$ cat src/rtl/sreg_pkg.sv
package sreg_pkg;
    typedef enum logic [3:0] {
        ST_IDLE,
        ST_DEV,
        ST_DEV_ACK,
        ST_RAB,
        ST_RAB_ACK,
        ST_WR_DATA,
        ST_WR_ACK,
        ST_RD_DATA,
        ST_RD_ACK,
        ST_IGNORE
    } port_state_e;
endpackage

$ cat src/rtl/sreg_line_sync.sv
module sreg_line_sync #(
    parameter int STAGES  = 2,
    parameter bit RST_VAL = 1'b1
) (
    input  logic clk,
    input  logic rst_n,
    input  logic raw,
    output logic level,
    output logic rise,
    output logic fall
);
    logic [STAGES-1:0] chain;
    logic              prev;

    always_ff @(posedge clk or negedge rst_n) begin
        if (!rst_n) begin
            chain <= {STAGES{RST_VAL}};
            prev  <= RST_VAL;
        end else begin
            chain <= {chain[STAGES-2:0], raw};
            prev  <= chain[STAGES-1];
        end
    end

    assign level = chain[STAGES-1];
    assign rise  = level & ~prev;
    assign fall  = ~level & prev;
endmodule

$ cat src/rtl/sreg_regfile.sv
module sreg_regfile #(
    parameter int AW = 6,
    parameter int DW = 8
) (
    input  logic          clk,
    input  logic          rst_n,
    input  logic          we,
    input  logic [AW-1:0] waddr,
    input  logic [DW-1:0] wdata,
    input  logic [AW-1:0] raddr,
    output logic [DW-1:0] rdata
);
    localparam int DEPTH = 1 << AW;

    logic [DW-1:0] mem [DEPTH];

    always_ff @(posedge clk or negedge rst_n) begin
        if (!rst_n) begin
            for (int i = 0; i < DEPTH; i++) mem[i] <= '0;
        end else if (we) begin
            mem[waddr] <= wdata;
        end
    end

    assign rdata = mem[raddr];
endmodule

$ cat src/rtl/sreg_proto_fsm.sv
module sreg_proto_fsm
    import sreg_pkg::*;
#(
    parameter int          AW       = 6,
    parameter int          DW       = 8,
    parameter int          AUTO_BIT = 6,
    parameter int          ID_W     = DW - 3,
    parameter logic [ID_W-1:0] DEV_ID = 5'b10001
) (
    input  logic          clk,
    input  logic          rst_n,
    input  logic          sc_lvl,
    input  logic          sc_rise,
    input  logic          sc_fall,
    input  logic          sd_lvl,
    input  logic          sd_rise,
    input  logic          sd_fall,
    input  logic          addr_sel,
    input  logic [DW-1:0] rd_data,
    output logic [AW-1:0] rd_addr,
    output logic          wr_en,
    output logic [AW-1:0] wr_addr,
    output logic [DW-1:0] wr_data,
    output logic          drive_low,
    output port_state_e   state_o
);
    localparam int CNT_W = $clog2(DW);
    localparam logic [CNT_W-1:0] LAST = CNT_W'(DW - 1);

    port_state_e      state, nxt;
    logic [DW-1:0]    shreg;
    logic [CNT_W-1:0] bit_cnt;
    logic             phase;
    logic             rw_q;
    logic             auto_q;
    logic             mack_q;
    logic             ack_low;
    logic             tx_on;
    logic [AW-1:0]    reg_addr;

    logic             start_ev, stop_ev, last_bit, dev_hit;
    logic [DW-1:0]    byte_in;
    logic [AW-1:0]    next_addr;

    assign start_ev  = sd_fall & sc_lvl;
    assign stop_ev   = sd_rise & sc_lvl;
    assign byte_in   = {shreg[DW-2:0], sd_lvl};
    assign last_bit  = (bit_cnt == LAST);
    assign dev_hit   = (byte_in[DW-1:1] == {DEV_ID, ~addr_sel, addr_sel});
    assign next_addr = reg_addr + 1'b1;
    assign rd_addr   = (state == ST_RD_ACK) ? next_addr : reg_addr;
    assign drive_low = ack_low | (tx_on & ~shreg[DW-1]);
    assign state_o   = state;

    // next-state logic
    always_comb begin
        nxt = state;
        if (start_ev) begin
            nxt = ST_DEV;
        end else if (stop_ev) begin
            nxt = ST_IDLE;
        end else begin
            unique case (state)
                ST_IDLE:    nxt = ST_IDLE;
                ST_DEV:     if (sc_rise && last_bit) nxt = dev_hit ? ST_DEV_ACK : ST_IGNORE;
                ST_DEV_ACK: if (sc_fall && phase) nxt = ST_RAB;
                ST_RAB:     if (sc_rise && last_bit) nxt = ST_RAB_ACK;
                ST_RAB_ACK: if (sc_fall && phase) nxt = rw_q ? ST_RD_DATA : ST_WR_DATA;
                ST_WR_DATA: if (sc_rise && last_bit) nxt = ST_WR_ACK;
                ST_WR_ACK:  if (sc_fall && phase) nxt = auto_q ? ST_WR_DATA : ST_RAB;
                ST_RD_DATA: if (sc_rise && last_bit) nxt = ST_RD_ACK;
                ST_RD_ACK:  if (sc_fall && phase)
                                nxt = !mack_q ? ST_IGNORE : (auto_q ? ST_RD_DATA : ST_RAB);
                ST_IGNORE:  nxt = ST_IGNORE;
            endcase
        end
    end

    // state register
    always_ff @(posedge clk or negedge rst_n) begin
        if (!rst_n) state <= ST_IDLE;
        else        state <= nxt;
    end

    // datapath and line drive
    always_ff @(posedge clk or negedge rst_n) begin
        if (!rst_n) begin
            shreg    <= '0;
            bit_cnt  <= '0;
            phase    <= 1'b0;
            rw_q     <= 1'b0;
            auto_q   <= 1'b0;
            mack_q   <= 1'b0;
            ack_low  <= 1'b0;
            tx_on    <= 1'b0;
            reg_addr <= '0;
            wr_en    <= 1'b0;
            wr_addr  <= '0;
            wr_data  <= '0;
        end else begin
            wr_en <= 1'b0;
            if (start_ev || stop_ev) begin
                bit_cnt <= '0;
                phase   <= 1'b0;
                ack_low <= 1'b0;
                tx_on   <= 1'b0;
            end else begin
                case (state)
                    ST_DEV, ST_RAB, ST_WR_DATA: begin
                        if (sc_rise) begin
                            shreg   <= byte_in;
                            bit_cnt <= bit_cnt + 1'b1;
                            if (last_bit) begin
                                if (state == ST_DEV) rw_q <= sd_lvl;
                                if (state == ST_RAB) begin
                                    reg_addr <= byte_in[AW-1:0];
                                    auto_q   <= byte_in[AUTO_BIT];
                                end
                                if (state == ST_WR_DATA) begin
                                    wr_en   <= 1'b1;
                                    wr_addr <= reg_addr;
                                    wr_data <= byte_in;
                                end
                            end
                        end
                    end
                    ST_DEV_ACK, ST_RAB_ACK, ST_WR_ACK: begin
                        if (sc_fall) begin
                            if (!phase) begin
                                phase   <= 1'b1;
                                ack_low <= 1'b1;
                            end else begin
                                phase   <= 1'b0;
                                bit_cnt <= '0;
                                ack_low <= 1'b0;
                                if (state == ST_RAB_ACK && rw_q) begin
                                    shreg <= rd_data;
                                    tx_on <= 1'b1;
                                end
                                if (state == ST_WR_ACK && auto_q) reg_addr <= next_addr;
                            end
                        end
                    end
                    ST_RD_DATA: begin
                        if (sc_rise) bit_cnt <= bit_cnt + 1'b1;
                        if (sc_fall) shreg <= {shreg[DW-2:0], 1'b0};
                    end
                    ST_RD_ACK: begin
                        if (sc_rise) begin
                            mack_q <= ~sd_lvl;
                            phase  <= 1'b1;
                        end
                        if (sc_fall) begin
                            if (!phase) begin
                                tx_on <= 1'b0;
                            end else begin
                                phase   <= 1'b0;
                                bit_cnt <= '0;
                                if (mack_q && auto_q) begin
                                    reg_addr <= next_addr;
                                    shreg    <= rd_data;
                                    tx_on    <= 1'b1;
                                end
                            end
                        end
                    end
                    default: ;
                endcase
            end
        end
    end
endmodule

$ cat src/rtl/sreg_slave_port.sv
module sreg_slave_port
    import sreg_pkg::*;
#(
    parameter int AW          = 6,
    parameter int DW          = 8,
    parameter int SYNC_STAGES = 2,
    parameter int AUTO_BIT    = 6,
    parameter int ID_W        = DW - 3,
    parameter logic [ID_W-1:0] DEV_ID = 5'b10001
) (
    input  logic clk,
    input  logic rst_n,
    input  logic sc_in,
    input  logic sd_in,
    input  logic addr_sel,
    output logic sd_drive_low
);
    logic          sc_lvl, sc_rise, sc_fall;
    logic          sd_lvl, sd_rise, sd_fall;
    logic [AW-1:0] rd_addr, wr_addr;
    logic [DW-1:0] rd_data, wr_data;
    logic          wr_en;
    port_state_e   port_state;

    sreg_line_sync #(.STAGES(SYNC_STAGES), .RST_VAL(1'b1)) u_sc_sync (
        .clk(clk), .rst_n(rst_n), .raw(sc_in),
        .level(sc_lvl), .rise(sc_rise), .fall(sc_fall)
    );

    sreg_line_sync #(.STAGES(SYNC_STAGES), .RST_VAL(1'b1)) u_sd_sync (
        .clk(clk), .rst_n(rst_n), .raw(sd_in),
        .level(sd_lvl), .rise(sd_rise), .fall(sd_fall)
    );

    sreg_proto_fsm #(
        .AW(AW), .DW(DW), .AUTO_BIT(AUTO_BIT), .ID_W(ID_W), .DEV_ID(DEV_ID)
    ) u_fsm (
        .clk(clk), .rst_n(rst_n),
        .sc_lvl(sc_lvl), .sc_rise(sc_rise), .sc_fall(sc_fall),
        .sd_lvl(sd_lvl), .sd_rise(sd_rise), .sd_fall(sd_fall),
        .addr_sel(addr_sel),
        .rd_data(rd_data), .rd_addr(rd_addr),
        .wr_en(wr_en), .wr_addr(wr_addr), .wr_data(wr_data),
        .drive_low(sd_drive_low), .state_o(port_state)
    );

    sreg_regfile #(.AW(AW), .DW(DW)) u_regs (
        .clk(clk), .rst_n(rst_n),
        .we(wr_en), .waddr(wr_addr), .wdata(wr_data),
        .raddr(rd_addr), .rdata(rd_data)
    );
endmodule

$ cat config.mk
export PLATFORM = sky130hd
export DESIGN_NAME = sreg_slave_port
export DESIGN_NICKNAME = d
export VERILOG_FILES = /design/src/rtl/sreg_pkg.sv /design/src/rtl/sreg_line_sync.sv /design/src/rtl/sreg_regfile.sv /design/src/rtl/sreg_proto_fsm.sv /design/src/rtl/sreg_slave_port.sv
export SDC_FILE = /design/constraint.sdc
export NUM_CORES = 1
export LEC_CHECK = 0
export ABC_AREA = 1
export CORE_MARGIN = 10
export CORE_UTILIZATION = 60
export CTS_CLUSTER_SIZE = 8
export DETAILED_ROUTE_END_ITERATION = 6
export PLACE_DENSITY_LB_ADDON = 0.12
export SYNTH_ARGS = -nofsm -noshare
export SYNTH_HDL_FRONTEND = slang
export SYNTH_SLANG_ARGS = --single-unit
$ cat constraint.sdc
create_clock -name clk -period 2.8 [get_ports clk]
set_input_delay 0.28 -clock clk [delete_from_list [all_inputs] [get_ports clk]]
set_output_delay 0.28 -clock clk [all_outputs]
set_load 0.05 [all_outputs]
* Word level (Yosys, flattened, before mapping)
Cells that the tools add are included.
** Word-level totals
- Register bits after elaboration :: 560
- Input port bits :: 5
- Logic and storage cells :: 239
** Cells by class
- $add $sub $neg :: 2
- Order comparisons :: 3
- Eq/ne operators :: 38
- Multiplexer cells :: 69
- Bitwise operators :: 17
- Reduce and logical (&&, ||, !) cells :: 29
** Operators with widths (number)
- $bwmux 512 :: 1
- $mux 8 :: 11
- $mux 6 :: 10
- $bmux 8 s6 :: 1
- $demux 8 s6 :: 1
- $mux 4 :: 12
- $pmux 4 s10 :: 1
- $pmux 8 s4 :: 1
- $ne 4x1->1 const B :: 7
- $mux 1 :: 20
- $ne 2x1->1 const B :: 10
- $mux 3 :: 6
- $ne 3x1->1 const B :: 6
- $pmux 6 s3 :: 1
- $eq 4x3->1 const B :: 4
- $reduce_and 5->1 :: 3
- $ge 7x7->1 const B :: 2
- $not 6->7 :: 2
- $reduce_and 11->1 :: 1
- $reduce_and 10->1 :: 1
- $reduce_bool 3->1 :: 3
- $eq 4x2->1 const B :: 2
- $eq 4x4->1 const B :: 2
- $reduce_and 8->1 :: 1
- other kinds (27) :: 49

* Logic depth before layout (Yosys ltp)
- Depth in word-level cells :: 10
- Gate-level depth with buffers :: 15
- Depth with buffers taken out :: 13

* By module
From an unflattened synthesis, not the netlist that was laid out.
** Second synthesis, totals
- Cell total of the unflattened synthesis :: 3319
- Area total of the unflattened synthesis :: 26183.9 µm²
** By module, submodules not included
- sreg_regfile :: times used 1, cells an instance 2954, area each 23413.7 µm², sequential area each 12812.3 µm²
- sreg_proto_fsm :: times used 1, cells an instance 351, area each 2582.5 µm², sequential area each 1051.0 µm²
- sreg_line_sync :: times used 2, cells an instance 7, area each 93.8 µm², sequential area each 78.8 µm²

* Worst setup path before layout
No wires, ideal clock.
- Path kind :: reg-to-reg
- Start point :: reg u_fsm.reg_addr[0]
- End point :: reg u_fsm.shreg[2]
- Library setup time :: 0.122 ns
- Data arrival time :: 1.933 ns
- Required time :: 2.678 ns
- Slack :: 0.745 ns
- Cell stages (with the launch flop) :: 12
- Buffers on the path :: 1
- Clock period less this slack :: 2.055 ns
- Cell sequence :: dfrtp_1 -> ha_1 -> nand3_1 -> xor2_1 -> or2_2 -> o21ai_2 -> inv_1 -> clkbuf_1 -> nand3_1 -> nand3_1 -> nand3_1 -> a21oi_1
** Between the ends
- Word-level cells in the longest chain between the ends :: 10
- Elaborated cells between the ends (all ways) :: 13
- Those cells by class :: add/sub: 1; mux: 11; bitwise: 1
** Ends and longest elaborated chain
- from (decl) :: RTL line sreg_proto_fsm.sv:39 : logic [AW-1:0] reg_addr;
- from (signal assigned) :: RTL line sreg_proto_fsm.sv:116 : reg_addr <= byte_in[AW-1:0];
- from (signal assigned) :: RTL line sreg_proto_fsm.sv:140 : if (state == ST_WR_ACK && auto_q) reg_addr <= next_addr;
- from (signal assigned) :: RTL line sreg_proto_fsm.sv:160 : reg_addr <= next_addr;
- $add 6x1->6 :: RTL line sreg_proto_fsm.sv:50 : assign next_addr = reg_addr + 1'b1;
- $mux 6 (*) :: RTL line sreg_proto_fsm.sv:51 : assign rd_addr = (state == ST_RD_ACK) ? next_addr : reg_addr;
- $not 6->7 (not written as such) (*) :: RTL line sreg_regfile.sv:25 : assign rdata = mem[raddr];
- $bmux 8 s6 (*) :: RTL line sreg_regfile.sv:25
- $mux 8 (not written as such) (*) (2 in series) :: RTL line sreg_regfile.sv:25
- $mux 8 (on tied branches) :: RTL line sreg_proto_fsm.sv:159, sreg_proto_fsm.sv:136
- $mux 8 (on tied branches) :: RTL line sreg_proto_fsm.sv:154, sreg_proto_fsm.sv:129
- $mux 8 (on tied branches) :: RTL line sreg_proto_fsm.sv:153, sreg_proto_fsm.sv:128
- $pmux 8 s4 (*) :: RTL line sreg_proto_fsm.sv:108 : case (state)
- to (signal assigned) :: RTL line sreg_proto_fsm.sv:111 : shreg <= byte_in;
- to (signal assigned) :: RTL line sreg_proto_fsm.sv:146 : if (sc_fall) shreg <= {shreg[DW-2:0], 1'b0};
- to (signal assigned) :: RTL line sreg_proto_fsm.sv:161 : shreg <= rd_data;
- to (decl) :: RTL line sreg_proto_fsm.sv:31 : logic [DW-1:0] shreg;
Every way passes the cells marked *; elsewhere a longest branch is shown, timed or not. The select of a mux whose other input is x is not followed.
A chain may end at the register's enable or synchronous reset.

* Final worst setup path
- Start point :: reg u_fsm.state[1], in the netlist u_fsm.state_o[1]
- End point :: reg u_fsm.shreg[1]
** Between the ends
- Word-level cells in the longest chain between the ends :: 10
- Elaborated cells between the ends (all ways) :: 33
- Those cells by class :: eq/ne: 16; mux: 11; bitwise: 1; reduce/logical: 5
** Ends and longest elaborated chain
- from (decl) :: RTL line sreg_proto_fsm.sv:30 : port_state_e state, nxt;
- from (signal assigned) :: RTL line sreg_proto_fsm.sv:82 : else state <= nxt;
- $eq 4x4->1 :: RTL line sreg_proto_fsm.sv:51, sreg_proto_fsm.sv:108
- $mux 6 :: RTL line sreg_proto_fsm.sv:51
- $not 6->7 (not written as such) :: RTL line sreg_regfile.sv:25
- $bmux 8 s6 :: RTL line sreg_regfile.sv:25
- $mux 8 (not written as such) (2 in series) :: RTL line sreg_regfile.sv:25
- $mux 8 (on tied branches) :: RTL line sreg_proto_fsm.sv:159, sreg_proto_fsm.sv:136
- $mux 8 (on tied branches) :: RTL line sreg_proto_fsm.sv:154, sreg_proto_fsm.sv:129
- $mux 8 (on tied branches) :: RTL line sreg_proto_fsm.sv:153, sreg_proto_fsm.sv:128
- $pmux 8 s4 :: RTL line sreg_proto_fsm.sv:108
Several ways; a longest one is shown, not always the timed one. The select of a mux whose other input is x is not followed.

==> flow_metrics.py <==
metrics = {
    "routing": {
        "wirelength_um": 79500,
        "vias": 23400,
        "drt_iter0_drc": 3276,
        "ant_nets": 0,
        "vias_per_cell": 6.31,
        "wl_per_cell_um": 21.4,
        "drc_errors": 0,
        "firstDrtPassIters": 7,
    },
    "sta": {
        "worstMarginPinSlew_ns": 0.814,
        "fmax_ghz": 0.369,
        "setup_viol": 0,
        "layout_setup_ws_ns": 0.0866,
        "max_slew_margin": 0.453,
        "fin_crit_ns": 2.71,
        "post-route-period-util": 0.969,
        "skew_ns": 0.0254,
        "whs_ns": 0.0819,
        "finalHoldViolCount": 0,
        "maxSlewViolCount": 0,
    },
    "worst_setup_path": {
        "cp.arrival_ns": 3.22,
        "start_kind": "register",
        "setup.worst_path.end_class": "register",
        "reg2reg_from": "u_fsm.state_o[1]",
        "crit_chain": "nor2_4, nand2_8, buf_4, o21ai_2, buf_4, nand3_1, nand3_2, nand3_1, nand3_1, a21oi_1",
        "path_class": "reg2reg",
        "crit_family": "simple AND/OR/NAND/NOR gates",
        "startpoint": "u_fsm.state_o[1]",
        "cpPeakStageDelay_ns": 0.44,
        "path_max_fanout": 25,
        "worst-r2r-setup-slack_ns": 0.09,
        "cp_slowest_cell": "dfrtp_1",
        "cpMostUsedCell": "nand3_1",
        "worst_ep_required_time_ns": 3.30,
        "crit_buf_inv": 2,
    },
    "placement": {
        "hpwl_um": 47900,
        "gp_congestion": 0.947,
        "port_buffers": 5,
        "place_ws_ns": 0.0322,
    },
    "yosys": {
        "syn_area_per_cell_um2": 8.08,
        "synth_cell_type_count": 39,
        "synth_fp_nets": 3191,
        "synth-seq-cells": 560,
        "yosysSeqAreaShare": 0.545,
        "syn-cell-area_um2": 25700,
        "syn_inst": 3183,
        "yosys_warnings": 0,
    },
    "power_and_ir_drop": {
        "ir_drop_uv": 882,
        "p_leak_nw": 12.7,
        "power_density_nw_per_um2": 1010,
    },
    "run": {
        "max_cap_violations": 0,
    },
    "grt": {
        "grt-ovfl-total": 0,
        "grt_max_degree": 88,
        "antenna_found_initial": 0,
        "grt_usage": 0.309,
        "grt_pass1_wl_um": 125000,
        "grt_pass1_vias": 22500,
    },
    "worst_hold_path": {
        "hold_path_class": "in2reg",
        "hold_start": "sd_in",
    },
    "cts": {
        "cts_made_buffers": 79,
        "clock_latency_ns": 0.62,
        "h-tree-depth": 3,
        "cts_tree": "built",
        "numClockSinks": 560,
        "cts_root_buf": "clkbuf_16",
        "cts_buffer_depth": 3,
        "clk_pin_slew_worst_paths_ns": 0.05,
    },
    "floorplan": {
        "pin_count": 6,
        "start_util": 0.610,
        "coreArea_um2": 42100,
        "placementRows": 75,
        "die-height_um": 227,
        "fp.dieArea_um2": 51500,
        "dieWidth_um": 227,
    },
    "final_layout": {
        "fin_util": 0.689,
        "drive_above_1_share": 0.0790,
        "filler_cell_count": 3393,
        "nNetsFinal": 3172,
        "area_delta_synth_final_pct": 13.0,
        "antenna_cells": 0,
    },
    "status": {
        "status": "complete, no violations",
    },
}
power breakdown:
group | internal (W) | switching (W) | total (W) | leakage (nW)
Sequential | 0.00829 | 0.000246 | 0.00853 | 7.75
Clock | 0.00526 | 0.00336 | 0.00861 | 1.05
Combinational | 0.00362 | 0.00863 | 0.0122 | 3.85
Total | 0.0172 | 0.0122 | 0.0294 | 12.7
final timing paths:
kind,end,depth (start not counted)
max in group asynchronous,u_sc_sync.chain[0],3
min reg2reg,u_sd_sync.chain[1],0
max,u_fsm.shreg[1],10
min,u_sd_sync.chain[0],1
max reg2reg,u_fsm.shreg[1],10
min in group asynchronous,u_regs.mem[509],2
registers in the layout (all words and copies together) (netlist names):
register         flops
u_fsm.bit_cnt        3
u_sd_sync.chain      2
u_fsm.wr_data        8
u_fsm.phase          1
u_fsm.auto_q         1
u_fsm.rw_q           1
u_fsm.tx_on          1
u_fsm.ack_low        1
u_fsm.shreg          8
u_fsm.state_o        4
u_fsm.reg_addr       6
u_regs.mem         512
u_sd_sync.prev       1
u_fsm.wr_en          1
u_fsm.mack_q         1
u_fsm.wr_addr        6
u_sc_sync.prev       1
u_sc_sync.chain      2
repair_timing:
item | in CTS | in global routing
endpoints found under the setup margin | 0 | 8
hold buffers | 1 | 0
setup buffers | 0 | 1
resized for setup | 0 | 11
endpoints found under the hold margin | 59 | 0
cell usage in the layout (no fill, tap or decap), types with 3 or more instances in the layout:
| cell type | instances |
|---|---|
| a211oi_1 | 4 |
| a21oi_1 | 29 |
| a31oi_1 | 4 |
| a32o_1 | 3 |
| buf_12 | 28 |
| buf_16 | 3 |
| buf_4 | 87 |
| clkbuf_1 | 7 |
| clkbuf_16 | 86 |
| clkdlybuf4s50_1 | 4 |
| dfrtp_1 | 554 |
| dfstp_2 | 6 |
| ha_1 | 3 |
| inv_1 | 48 |
| inv_2 | 13 |
| nand2_1 | 1078 |
| nand2_4 | 4 |
| nand2_8 | 3 |
| nand3_1 | 568 |
| nand3_2 | 4 |
| nand4_1 | 4 |
| nor2_1 | 45 |
| nor3_1 | 20 |
| o21ai_0 | 542 |
| o21ai_4 | 4 |
layout make-up:
cell class / count / area [um^2] / area share
clock buffer: 91 / 2130 / 0.0733
clock inverter: 2 / 25.0 / 0.000861
inverter: 64 / 245 / 0.00844
multi-input combinational: 2331 / 10500 / 0.362
sequential: 560 / 14000 / 0.483
tap: 539 / 674 / 0.0232
timing repair buffer: 128 / 1430 / 0.0494
per-layer routing:
layer	part of all wire	GRT usage	up-vias
li1	-	-	10500
met1	0.41	0.422	11400
met2	0.45	0.471	1291
met3	0.10	0.0641	220
met4	0.039	0.136	0
met5	0	0	-
Yosys cell counts, drive strengths merged:
master,count,area share
a2111oi,1,0.00034
a211oi,4,0.0012
a21oi,29,0.0056
a221oi,1,0.00034
a31oi,4,0.00097
a32o,3,0.0012
buf,92,0.020
clkbuf,138,0.020
clkinv,7,0.0010
dfrtp,554,0.54
dfstp,6,0.0061
ha,3,0.0015
inv,57,0.0084
mux2i,1,0.00039
nand2,1083,0.16
nand3,573,0.11
nand4,4,0.00097
nor2,47,0.0074
nor3,20,0.0039
nor3b,1,0.00029
nor4,1,0.00024
o2111ai,1,0.00034
o21a,1,0.00029
o21ai,548,0.11
or2,1,0.00024
xnor2,1,0.00034
xor2,2,0.00068
cell families (layout without fill, tap and decap cells):
kind of cell | count (synthesis) | after routing | synth area share
buf+inv | 294 | 285 | 0.0492
compound gates | 592 | 592 | 0.118
fa+ha+maj | 3 | 3 | 0.00146
xor+xnor | 3 | 3 | 0.00102
flops | 560 | 560 | 0.545
mux | 1 | 1 | 0.000389
simple gates | 1730 | 1732 | 0.285
stage by stage:
stage / TNS (ns) / area, um^2 / power [W] / std cells
final: 0 / 29000 / 0.0294 / 3715
after global routing: -0.0166 / 29000 / 0.0305 / 3715
after CTS: 0 / 28900 / 0.0287 / 3710
after detailed placement: 0 / 26700 / 0.0201 / 3616
after global placement: 0 / 26700 / 0.0200 / 3616
after floorplan: 0 / 25700 / 0.0159 / 3183
Note: power is estimated with default switching activity, not from simulation.
